===== config.mk =====
export PLATFORM = sky130hd
export DESIGN_NAME = drop_frame_handler
export DESIGN_NICKNAME = d
export VERILOG_FILES = /design/src/rtl/drop_frame_handler.sv
export SDC_FILE = /design/constraint.sdc
export NUM_CORES = 1
export LEC_CHECK = 0
export BUFFER_PORTS_ARGS = -buffer_cell sky130_fd_sc_hd__buf_4
export CORE_MARGIN = 3
export CORE_UTILIZATION = 50
export CTS_CLUSTER_DIAMETER = 120
export DETAILED_ROUTE_END_ITERATION = 12
export PLACE_DENSITY = 0.88
export SYNTH_ARGS = -nofsm -noshare
export SYNTH_HDL_FRONTEND = slang
export SYNTH_SLANG_ARGS = --single-unit

===== constraint.sdc =====
create_clock -name clk -period 5.4 [get_ports clk]
set_clock_uncertainty 0.05 [all_clocks]
set_input_delay 1.08 -clock clk [delete_from_list [all_inputs] [get_ports clk]]
set_output_delay 1.08 -clock clk [all_outputs]
set_load 0.02 [all_outputs]

===== src/rtl/drop_frame_handler.sv =====
module drop_frame_handler #(
  parameter int ADDR_W = 5,
  parameter int CNT_W  = 32,
  parameter int BYTE_W = 8
) (
  input  logic                clk,
  input  logic                rst_n,
  input  logic [ADDR_W-1:0]   drop_addr,
  input  logic                frm_valid,
  input  logic [1:0]          frm_token,
  input  logic                frm_chan,
  input  logic [ADDR_W-1:0]   frm_tap,
  input  logic [BYTE_W-1:0]   frm_b0,
  input  logic [BYTE_W-1:0]   frm_b1,
  output logic                tick,
  output logic [CNT_W-1:0]    tick_count,
  output logic                slot_grant,
  output logic [2*BYTE_W-1:0] a_data,
  output logic [1:0]          a_cnt,
  output logic                a_eop,
  output logic [2*BYTE_W-1:0] b_data,
  output logic [1:0]          b_cnt,
  output logic                b_eop,
  output logic [BYTE_W-1:0]   credit
);
  localparam logic [1:0] HDR_LEN = 2'd2;

  logic       a_open, b_open, b_hit;
  logic [1:0] b_idx;

  wire [1:0]        ntok   = (frm_token > HDR_LEN) ? HDR_LEN : frm_token;
  wire              is_a   = frm_valid & ~frm_chan;
  wire              is_b   = frm_valid & frm_chan;
  wire [BYTE_W-1:0] own    = BYTE_W'(drop_addr);
  wire              b_head = is_b && ntok != 2'd0 && b_idx == 2'd0;
  wire              hit    = b_head ? (frm_b0 == own) : b_hit;
  wire              del0   = ntok >= 2'd1 && b_idx == HDR_LEN && hit;
  wire              del1   = ntok == 2'd2 && b_idx >= 2'd1 && hit;
  wire              fc_0   = b_idx == 2'd1 && ntok >= 2'd1;
  wire              fc_1   = b_idx == 2'd0 && ntok == 2'd2;
  wire              fc_use = is_b && hit && (fc_0 || fc_1);
  wire [BYTE_W-1:0] fc_val = fc_0 ? frm_b0 : frm_b1;
  wire [2:0]        idx_sum = {1'b0, b_idx} + {1'b0, ntok};
  wire [1:0]        idx_nxt = (idx_sum > {1'b0, HDR_LEN}) ? HDR_LEN : idx_sum[1:0];

  always_ff @(posedge clk) begin
    if (!rst_n) begin
      tick       <= 1'b0;
      tick_count <= '0;
      slot_grant <= 1'b0;
      a_data     <= '0;
      a_cnt      <= 2'd0;
      a_eop      <= 1'b0;
      a_open     <= 1'b0;
      b_data     <= '0;
      b_cnt      <= 2'd0;
      b_eop      <= 1'b0;
      b_open     <= 1'b0;
      b_hit      <= 1'b0;
      b_idx      <= 2'd0;
      credit     <= '0;
    end else begin
      tick       <= frm_valid;
      slot_grant <= frm_valid && frm_tap == drop_addr && frm_tap != '0;
      if (frm_valid)
        tick_count <= (frm_tap == '0) ? '0 : tick_count + 1'b1;

      a_cnt  <= is_a ? ntok : 2'd0;
      a_data <= {frm_b1, frm_b0};
      a_eop  <= is_a && ntok == 2'd0 && a_open;
      if (is_a) a_open <= ntok != 2'd0;

      b_cnt  <= is_b ? ({1'b0, del0} + {1'b0, del1}) : 2'd0;
      b_data <= del0 ? {frm_b1, frm_b0} : {{BYTE_W{1'b0}}, frm_b1};
      b_eop  <= is_b && ntok == 2'd0 && b_open && b_hit;
      if (is_b) begin
        b_open <= ntok != 2'd0;
        b_hit  <= (ntok != 2'd0) && hit;
        b_idx  <= (ntok == 2'd0) ? 2'd0 : idx_nxt;
      end

      if (frm_valid && frm_token < 2'd2) credit <= frm_b1;
      else if (fc_use)                   credit <= fc_val;
    end
  end
endmodule


==> reports/results.txt, run 1 <==
master cell of the clock root buffer = clkbuf_8
post-route core utilization = 69.3%
count of TritonRoute iterations in the first routing pass = 5
CTS sink cnt = 85
most area-hungry cell type in the Yosys netlist = dfxtp_1
Setup Crit Path Kind = in2reg
DR vias/cell = 5.77
Clk pin slew, worst setup/hold paths = 90 ps
cell at the slowest stage of the critical path = o21ai_2
setup repair after global routing missed its margin = no
FF+latch count, synth = 85
DR WL/cell = 15.9 um
latest clock arrival within the worst-skew pair = 360 ps
first-pass GRT wire length = 14200 um
sequence of cells on the critical path = buf_4, or4_1, or2_2, o21ai_2, nor2_1
Residual DRC = 0
floorplan die width = 89.1 um
sequential cell fraction of total power = 52.7%
delay of the slowest cell on the worst path = 910 ps
layout-stage area growth over the synthesis result = 31.1%
initial antenna violation count = 0
share of flip-flops with an asynchronous set or reset after synthesis = 0%
Internal Pwr Total = 0.934 mW
Synth Net Count = 401
max frequency = 0.335 GHz
pin count of the biggest net entering global routing = 32
transition time at the pin with the least slew margin = 1190 ps
minimum hold slack = 398 ps
Crit Path Max Fanout = 30
DP Worst Slack = 2040 ps
kind of path behind the tightest hold check = reg2reg
post-synth cell types = 40
Reg2Reg Launch Point = tick_count[0]
CTS Hold Bufs = 0
number of setup buffers added after CTS = 0
GRT Overall Usage = 22.9%
count of final setup violators = 0
data required time at the worst endpoint = 5540 ps
cell row count = 29
register area share after synthesis = 49.3%
Cell Area, Synth = 0.00345 sq mm
sort of element at the end of the critical path = flip-flop
sink of the worst hold path = a_eop
via count of the first global-routing pass = 2984
overall die height = 89.1 um
Final Hold Fails = 0
Die Outline Area = 0.00793 sq mm
highest ir drop seen on vdd = 0.174 mV
first-iteration detailed-routing DRC count = 194
total I/O pin count = 112
start point of the worst hold path = a_open
final wirelength = 8800 um
final estimated routing congestion in global placement = 0.824
Overflow after GRT = 0
cell with the most instances after synthesis = dfxtp_1
R2R depth = 5
Arrival @ worst endpoint = 3120 ps
post-synthesis instance total = 366
post-route fraction of the period consumed by the critical path = 55.3%
final-stage net count = 506
number of H-tree levels = 3
I/O Buffers = 111
portion of synthesized cell area occupied by the leading cell type = 49.3%
run status = finished clean
total power = 1.24 mW
post-cts sizing count = 0
vias post-DR = 3191
Setup WS post-layout = 2410 ps
mean instance size in the synthesized netlist = 9.43 sq um
total power per unit cell area = 273 mW/mm^2
number of max-slew violations in the final report = 0
final setup TNS = 0 ps
top area cells in the synthesized netlist = dfxtp_1, a21oi_1, xor2_1, and2_1, and3_1
effective utilization at floorplan = 52.8%
top_reg_cell synth = dfxtp_1
combinational share of power = 9.6%
part of the power in the clock network = 37.7%
tightest slew margin relative to the limit = 20.7%
net switching power = 0.302 mW
TritonCTS Buffers = 9
fraction of layout cells with a size suffix above 1 = 29.4%
Max-cap violations = 0
number of diodes = 0
post-layout minimum cycle time = 2990 ps
top post-synthesis cells by count = dfxtp_1, a21oi_1, nor2_1, and2_1, inv_1
Syn. warnings = 0
clock tree from TritonCTS = done
number of enable-type register cells in the synthesized netlist = 0
leakage power = 1.94 nW
reg2reg setup slack = 2880 ps
detailed placer's ending HPWL = 6290 um
antenna viol nets, final = 0
Worst R2R End = tick_count[24]
Hold Path Cell Cnt = 2
switching share of power = 24.5%
crit start category = input port
maximum buffer depth of the clock tree = 2
Core ar. = 0.00653 sq mm
worst max path at each step:
stage | from | to | slack [ps] | cells past startpoint
global route | frm_tap[0] | tick_count[0] | 2290 | 5
global placement | frm_tap[0] | tick_count[9] | 2110 | 5
floorplan | frm_tap[0] | tick_count[0] | 2800 | 5
detailed placement | frm_tap[0] | tick_count[4] | 2040 | 5
CTS | frm_tap[0] | tick_count[4] | 2420 | 5
finish | frm_tap[0] | tick_count[4] | 2410 | 5
logic make-up after synthesis:
group / share of synthesized area (%)
compound gates: 11.2
xor+xnor: 5.33
mux: 5.22
simple gates: 23.7
fa+ha+maj: 1.31
flops: 49.3
buf+inv: 3.95
metrics by stage:
step                      std cells  area [sq um]
final                           553          4530
after global routing            553          4530
after CTS                       553          4530
after detailed placement        537          4320
after global placement          537          4320
after floorplan                 366          3450
registers in the layout, indices dropped and copies added (netlist names), 2 cells and up:
register / count
a_cnt: 2
a_data: 16
b_cnt: 2
b_data: 16
b_idx: 2
credit: 8
tick_count: 32
power groups by stage:
stage               Clock [mW]  Sequential [mW]  Combinational [mW]
finish                   0.466            0.652               0.118
global route             0.502            0.654               0.128
CTS                      0.473            0.652               0.119
detailed placement           0            0.666               0.118
global placement             0            0.666               0.115
floorplan                    0            0.684              0.0409
area by class of cell:
type	count	area [sq um]
sequential	85	1700
fill	483	2010
tap	77	96.3
clock inverter	5	58.8
inverter	18	67.6
multi-input combinational	246	1620
timing repair buffer	111	833
clock buffer	11	151
cell usage in the layout, fill, tap and decap left out, types with 7 or more instances in the layout:
master / instances
clkbuf_8: 11
a21oi_1: 25
or4_1: 11
o21ai_0: 11
dfxtp_1: 85
xor2_1: 14
nor3_1: 7
and3_1: 15
xnor2_1: 7
nor2_1: 24
mux2_2: 8
or3_1: 9
o31ai_1: 9
o32ai_1: 8
buf_4: 111
mux2i_1: 9
inv_1: 18
nand2_1: 16
nand3_1: 10
nand4_1: 10
and2_1: 18
layer usage:
layer | part of all wire (%) | up-vias | global-route usage [%]
met5 | 0 | - | 0
met4 | 2.0 | 0 | 10.0
met3 | 8.0 | 16 | 6.08
met2 | 49 | 139 | 37.3
met1 | 41 | 1519 | 28.6
li1 | - | 1517 | -
worst max-delay path, delay by kind of cell:
family / cells / cell delay (ps)
buf+inv: 1 / 120
simple gates: 3 / 1010
compound gates: 1 / 910
Power figures use the tool's default switching activity.
==> run 2: changes to the inputs <==
--- a/config.mk
+++ b/config.mk
@@ -7,10 +7,10 @@
 export LEC_CHECK = 0
 export BUFFER_PORTS_ARGS = -buffer_cell sky130_fd_sc_hd__buf_4
 export CORE_MARGIN = 3
-export CORE_UTILIZATION = 50
+export CORE_UTILIZATION = 45
 export CTS_CLUSTER_DIAMETER = 120
 export DETAILED_ROUTE_END_ITERATION = 12
-export PLACE_DENSITY = 0.88
+export PLACE_DENSITY = 0.84
 export SYNTH_ARGS = -nofsm -noshare
 export SYNTH_HDL_FRONTEND = slang
 export SYNTH_SLANG_ARGS = --single-unit
==> constraint.sdc (replaced) <==
create_clock -name clk -period 2.7 [get_ports clk]
set_clock_uncertainty 0.05 [all_clocks]
set_input_delay 0.54 -clock clk [delete_from_list [all_inputs] [get_ports clk]]
set_output_delay 0.54 -clock clk [all_outputs]
set_load 0.02 [all_outputs]
==> reports/results.txt, run 2 (same netlist as run 1, synthesis figures left out) <==
run status = finished clean
final-stage net count = 509
number of setup buffers added after CTS = 0
detailed placer's ending HPWL = 6400 um
final setup TNS = 0 ps
overall die height = 93.6 um
latest clock arrival within the worst-skew pair = 360 ps
master cell of the clock root buffer = clkbuf_8
Arrival @ worst endpoint = 2430 ps
Core ar. = 0.00733 sq mm
combinational share of power = 9.9%
switching share of power = 26.8%
first-pass GRT wire length = 14300 um
Setup Crit Path Kind = reg2reg
pin count of the biggest net entering global routing = 32
kind of path behind the tightest hold check = in2reg
layout-stage area growth over the synthesis result = 31.8%
most frequent cells in the layout = buf_4, dfxtp_1, a21oi_1
Max-cap violations = 0
Crit Path Max Fanout = 16
Internal Pwr Total = 1.74 mW
sort of element at the end of the critical path = flip-flop
first-iteration detailed-routing DRC count = 139
CTS Hold Bufs = 0
count of final setup violators = 0
post-cts sizing count = 0
number of max-slew violations in the final report = 0
register bank with the most flops = tick_count
setup repair after global routing missed its margin = no
number of fill cells = 627
DR WL/cell = 15.1 um
clock tree from TritonCTS = done
I/O Buffers = 111
register area = 0.00170 sq mm
Die Outline Area = 0.00876 sq mm
number of H-tree levels = 3
GRT Overall Usage = 20.4%
sequential cell fraction of total power = 54.9%
total power = 2.38 mW
leakage power = 1.94 nW
part of the power in the clock network = 35.2%
Final Hold Fails = 0
number of diodes = 0
max frequency = 0.456 GHz
highest ir drop seen on vdd = 0.341 mV
initial antenna violation count = 0
post-route fraction of the period consumed by the critical path = 81.2%
total power per unit cell area = 523 mW/mm^2
final estimated routing congestion in global placement = 0.860
area of the multi-input gates = 0.00162 sq mm
Clk pin slew, worst setup/hold paths = 90 ps
post-layout minimum cycle time = 2190 ps
vias post-DR = 3141
via count of the first global-routing pass = 2999
cell row count = 31
fraction of layout cells with a size suffix above 1 = 29.9%
DR vias/cell = 5.43
CTS sink cnt = 85
Residual DRC = 0
post-route core utilization = 62.0%
crit start category = flip-flop
tightest slew margin relative to the limit = 52.5%
net switching power = 0.638 mW
antenna viol nets, final = 0
final wirelength = 8710 um
count of TritonRoute iterations in the first routing pass = 4
Regs by FF count = tick_count: 32 flops, a_data: 16 flops, b_data: 16 flops
floorplan die width = 93.6 um
effective utilization at floorplan = 47.1%
minimum hold slack = 364 ps
TritonCTS Buffers = 9
number of flip-flops in the largest register = 32
data required time at the worst endpoint = 2940 ps
maximum buffer depth of the clock tree = 2
total I/O pin count = 112
transition time at the pin with the least slew margin = 703 ps
commonest non-fill, non-tap cell in the layout = buf_4
Overflow after GRT = 0
==> run 2: cell count changes in the layout (fill, tap and decap cells not counted) <==
cell	delta
inv_8	+1
buf_4	+3
bufinv_16	-1
inv_6	+2
clkbuf_8	-2
==> run 2: through the flow <==
stage | setup WS [ps] | cell area, sq um | cells
finish | 507 | 4550 | 578
CTS | 513 | 4550 | 578
detailed placement | 309 | 4370 | 562
global placement | 392 | 4370 | 562
floorplan | 637 | 3450 | 366
global route | 367 | 4550 | 578
==> run 2: final timing paths <==
| kind | from | endpoint | slack [ps] | depth (start not counted) |
|---|---|---|---|---|
| max | tick_count[5] | tick_count[27] | 510 | 4 |
| min | frm_chan | a_eop | 360 | 2 |
| max reg2reg | tick_count[5] | tick_count[27] | 510 | 4 |
| min reg2reg | a_open | a_eop | 390 | 2 |
==> run 2: power by group through the flow <==
stage                     sequential, mW  combinational [mW]  clock (mW)
after floorplan                     1.37              0.0818           0
after global placement              1.33               0.230           0
after detailed placement            1.33               0.236           0
after CTS                           1.30               0.237       0.846
after global routing                1.31               0.256       0.909
final                               1.30               0.235       0.837
==> run 2: layer usage <==
metal | share of wire [%] | up-vias | track usage, %
li1 | - | 1530 | -
met1 | 41 | 1472 | 24.7
met2 | 50 | 125 | 34.4
met3 | 8.2 | 14 | 6.03
met4 | 1.4 | 0 | 7.22
met5 | 0 | - | 0
==> run 2: area by class of cell <==
cell class | count | area share [%]
Sequential cell | 85 | 37.4
Multi-Input combinational cell | 246 | 35.6
Timing Repair Buffer | 114 | 18.8
Clock buffer | 9 | 2.72
Tap cell | 99 | 2.72
Inverter | 18 | 1.49
Clock inverter | 7 | 1.27
==> run 2: worst max-delay path: stages, from the launching register on <==
cell	delay [ps]
dfxtp_1	480
nand4_2	140
or4_1	750
or4_1	540
a21oi_1	160
==> run 3: changes to the inputs <==
==> constraint.sdc (replaced) <==
create_clock -name clk -period 2 [get_ports clk]
set_clock_uncertainty 0.05 [all_clocks]
set_input_delay 0.4 -clock clk [delete_from_list [all_inputs] [get_ports clk]]
set_output_delay 0.4 -clock clk [all_outputs]
set_load 0.02 [all_outputs]
==> reports/results.txt, run 3 (same netlist as run 1, synthesis figures left out) <==
Core ar. = 0.00733 sq mm
CTS Hold Bufs = 0
fraction of layout cells with a size suffix above 1 = 33.9%
highest ir drop seen on vdd = 0.456 mV
final wirelength = 8930 um
number of flip-flops in the largest register = 32
pin count of the biggest net entering global routing = 32
cell row count = 31
Final Hold Fails = 0
count of final setup violators = 0
max frequency = 0.524 GHz
CTS sink cnt = 85
DR WL/cell = 14.9 um
detailed placer's ending HPWL = 6510 um
initial antenna violation count = 0
number of max-slew violations in the final report = 0
register bank with the most flops = tick_count
commonest non-fill, non-tap cell in the layout = buf_4
Crit Path Max Fanout = 16
overall die height = 93.6 um
Arrival @ worst endpoint = 2140 ps
met2 wire length = 4460 um
crit start category = flip-flop
layout-stage area growth over the synthesis result = 37.6%
leakage power = 2.06 nW
I/O Buffers = 111
maximum buffer depth of the clock tree = 2
master cell of the clock root buffer = clkbuf_8
sort of element at the end of the critical path = flip-flop
first-iteration detailed-routing DRC count = 138
Residual DRC = 0
kind of path behind the tightest hold check = in2reg
first-pass GRT wire length = 14400 um
most frequent cells in the layout = buf_4, dfxtp_1, a21oi_1
wire length the detailed router placed on met1 = 3690 um
post-layout minimum cycle time = 1910 ps
post-route core utilization = 64.8%
floorplan die width = 93.6 um
via count of the first global-routing pass = 3018
Setup Crit Path Kind = reg2reg
count of TritonRoute iterations in the first routing pass = 4
Regs by FF count = tick_count: 32 flops, a_data: 16 flops, b_data: 16 flops
latest clock arrival within the worst-skew pair = 360 ps
total I/O pin count = 112
number of H-tree levels = 3
antenna viol nets, final = 0
total power = 3.25 mW
number of diodes = 0
total power per unit cell area = 685 mW/mm^2
Clk pin slew, worst setup/hold paths = 90 ps
Max-cap violations = 0
top routing layer used = met4
TritonCTS Buffers = 9
DR vias/cell = 5.37
final estimated routing congestion in global placement = 0.849
GRT Overall Usage = 20.5%
vias post-DR = 3219
Overflow after GRT = 0
tightest slew margin relative to the limit = 56.3%
transition time at the pin with the least slew margin = 656 ps
amount of wire on met3 after detailed routing = 682 um
post-route fraction of the period consumed by the critical path = 95.4%
run status = finished clean
final-stage net count = 531
clock tree from TritonCTS = done
data required time at the worst endpoint = 2230 ps
Die Outline Area = 0.00876 sq mm
effective utilization at floorplan = 47.1%
-- run 3: cell types whose count changed in the layout (fill, tap and decap cells not counted), moves of 2 or more --
cell,before,now
buf_4,114,134
dfxtp_1,85,80
dfxtp_2,0,4
clkbuf_8,9,11
clkinv_4,1,3
-- run 3: timing repair --
item,4_1_cts,5_1_grt
endpoints found under the setup margin,0,5
buffers inserted,0,1
gates resized for setup,0,7
-- run 3: cell type report --
cell class | count | area (sq um)
Clock inverter | 5 | 42.5
Timing Repair Buffer | 136 | 1040
Clock buffer | 11 | 151
Inverter | 18 | 67.6
Fill cell | 601 | 2580
Tap cell | 99 | 124
Multi-Input combinational cell | 246 | 1620
Sequential cell | 85 | 1710
-- run 3: per-layer routing --
metal | track usage [%] | up-vias
met1 | 24.5 | 1533
met4 | 5.90 | 0
met5 | 0 | -
li1 | - | 1567
met2 | 35.0 | 111
met3 | 6.92 | 8
-- run 3: where the power goes --
| group | switching [mW] | internal (mW) |
|---|---|---|
| registers | 0.0200 | 1.74 |
| logic | 0.180 | 0.156 |
| clock network | 0.630 | 0.530 |
| total | 0.831 | 2.42 |
-- run 3: critical path: stages (launching register included) --
cell and delay (ps):
dfxtp_2 360, nand4_1 100, or4_1 540, buf_6 170
or4_1 470, a21oi_1 150
-- run 3: through the flow --
stage | TNS (ps) | worst slack (ps) | instance area (sq um) | cells | hold slack (ps)
floorplan | 0 | 0.368 | 3450 | 366 | 365
finish | 0 | 92.5 | 4750 | 600 | 230
global placement | 0 | 29.5 | 4540 | 583 | 386
CTS | 0 | 8.36 | 4730 | 599 | 209
global route | -0.0615 | -0.0615 | 4750 | 600 | 212
detailed placement | -2.73 | -2.73 | 4540 | 583 | 388
-- run 3: worst paths after layout --
check / startpoint / endpoint / slack [ps] / cells after the start
hold / removal: frm_b1[7] / a_data[15] / 230 / 2
setup reg to reg: tick_count[1] / tick_count[27] / 90 / 5
setup / recovery: tick_count[1] / tick_count[27] / 90 / 5
hold reg to reg: a_open / a_eop / 400 / 2
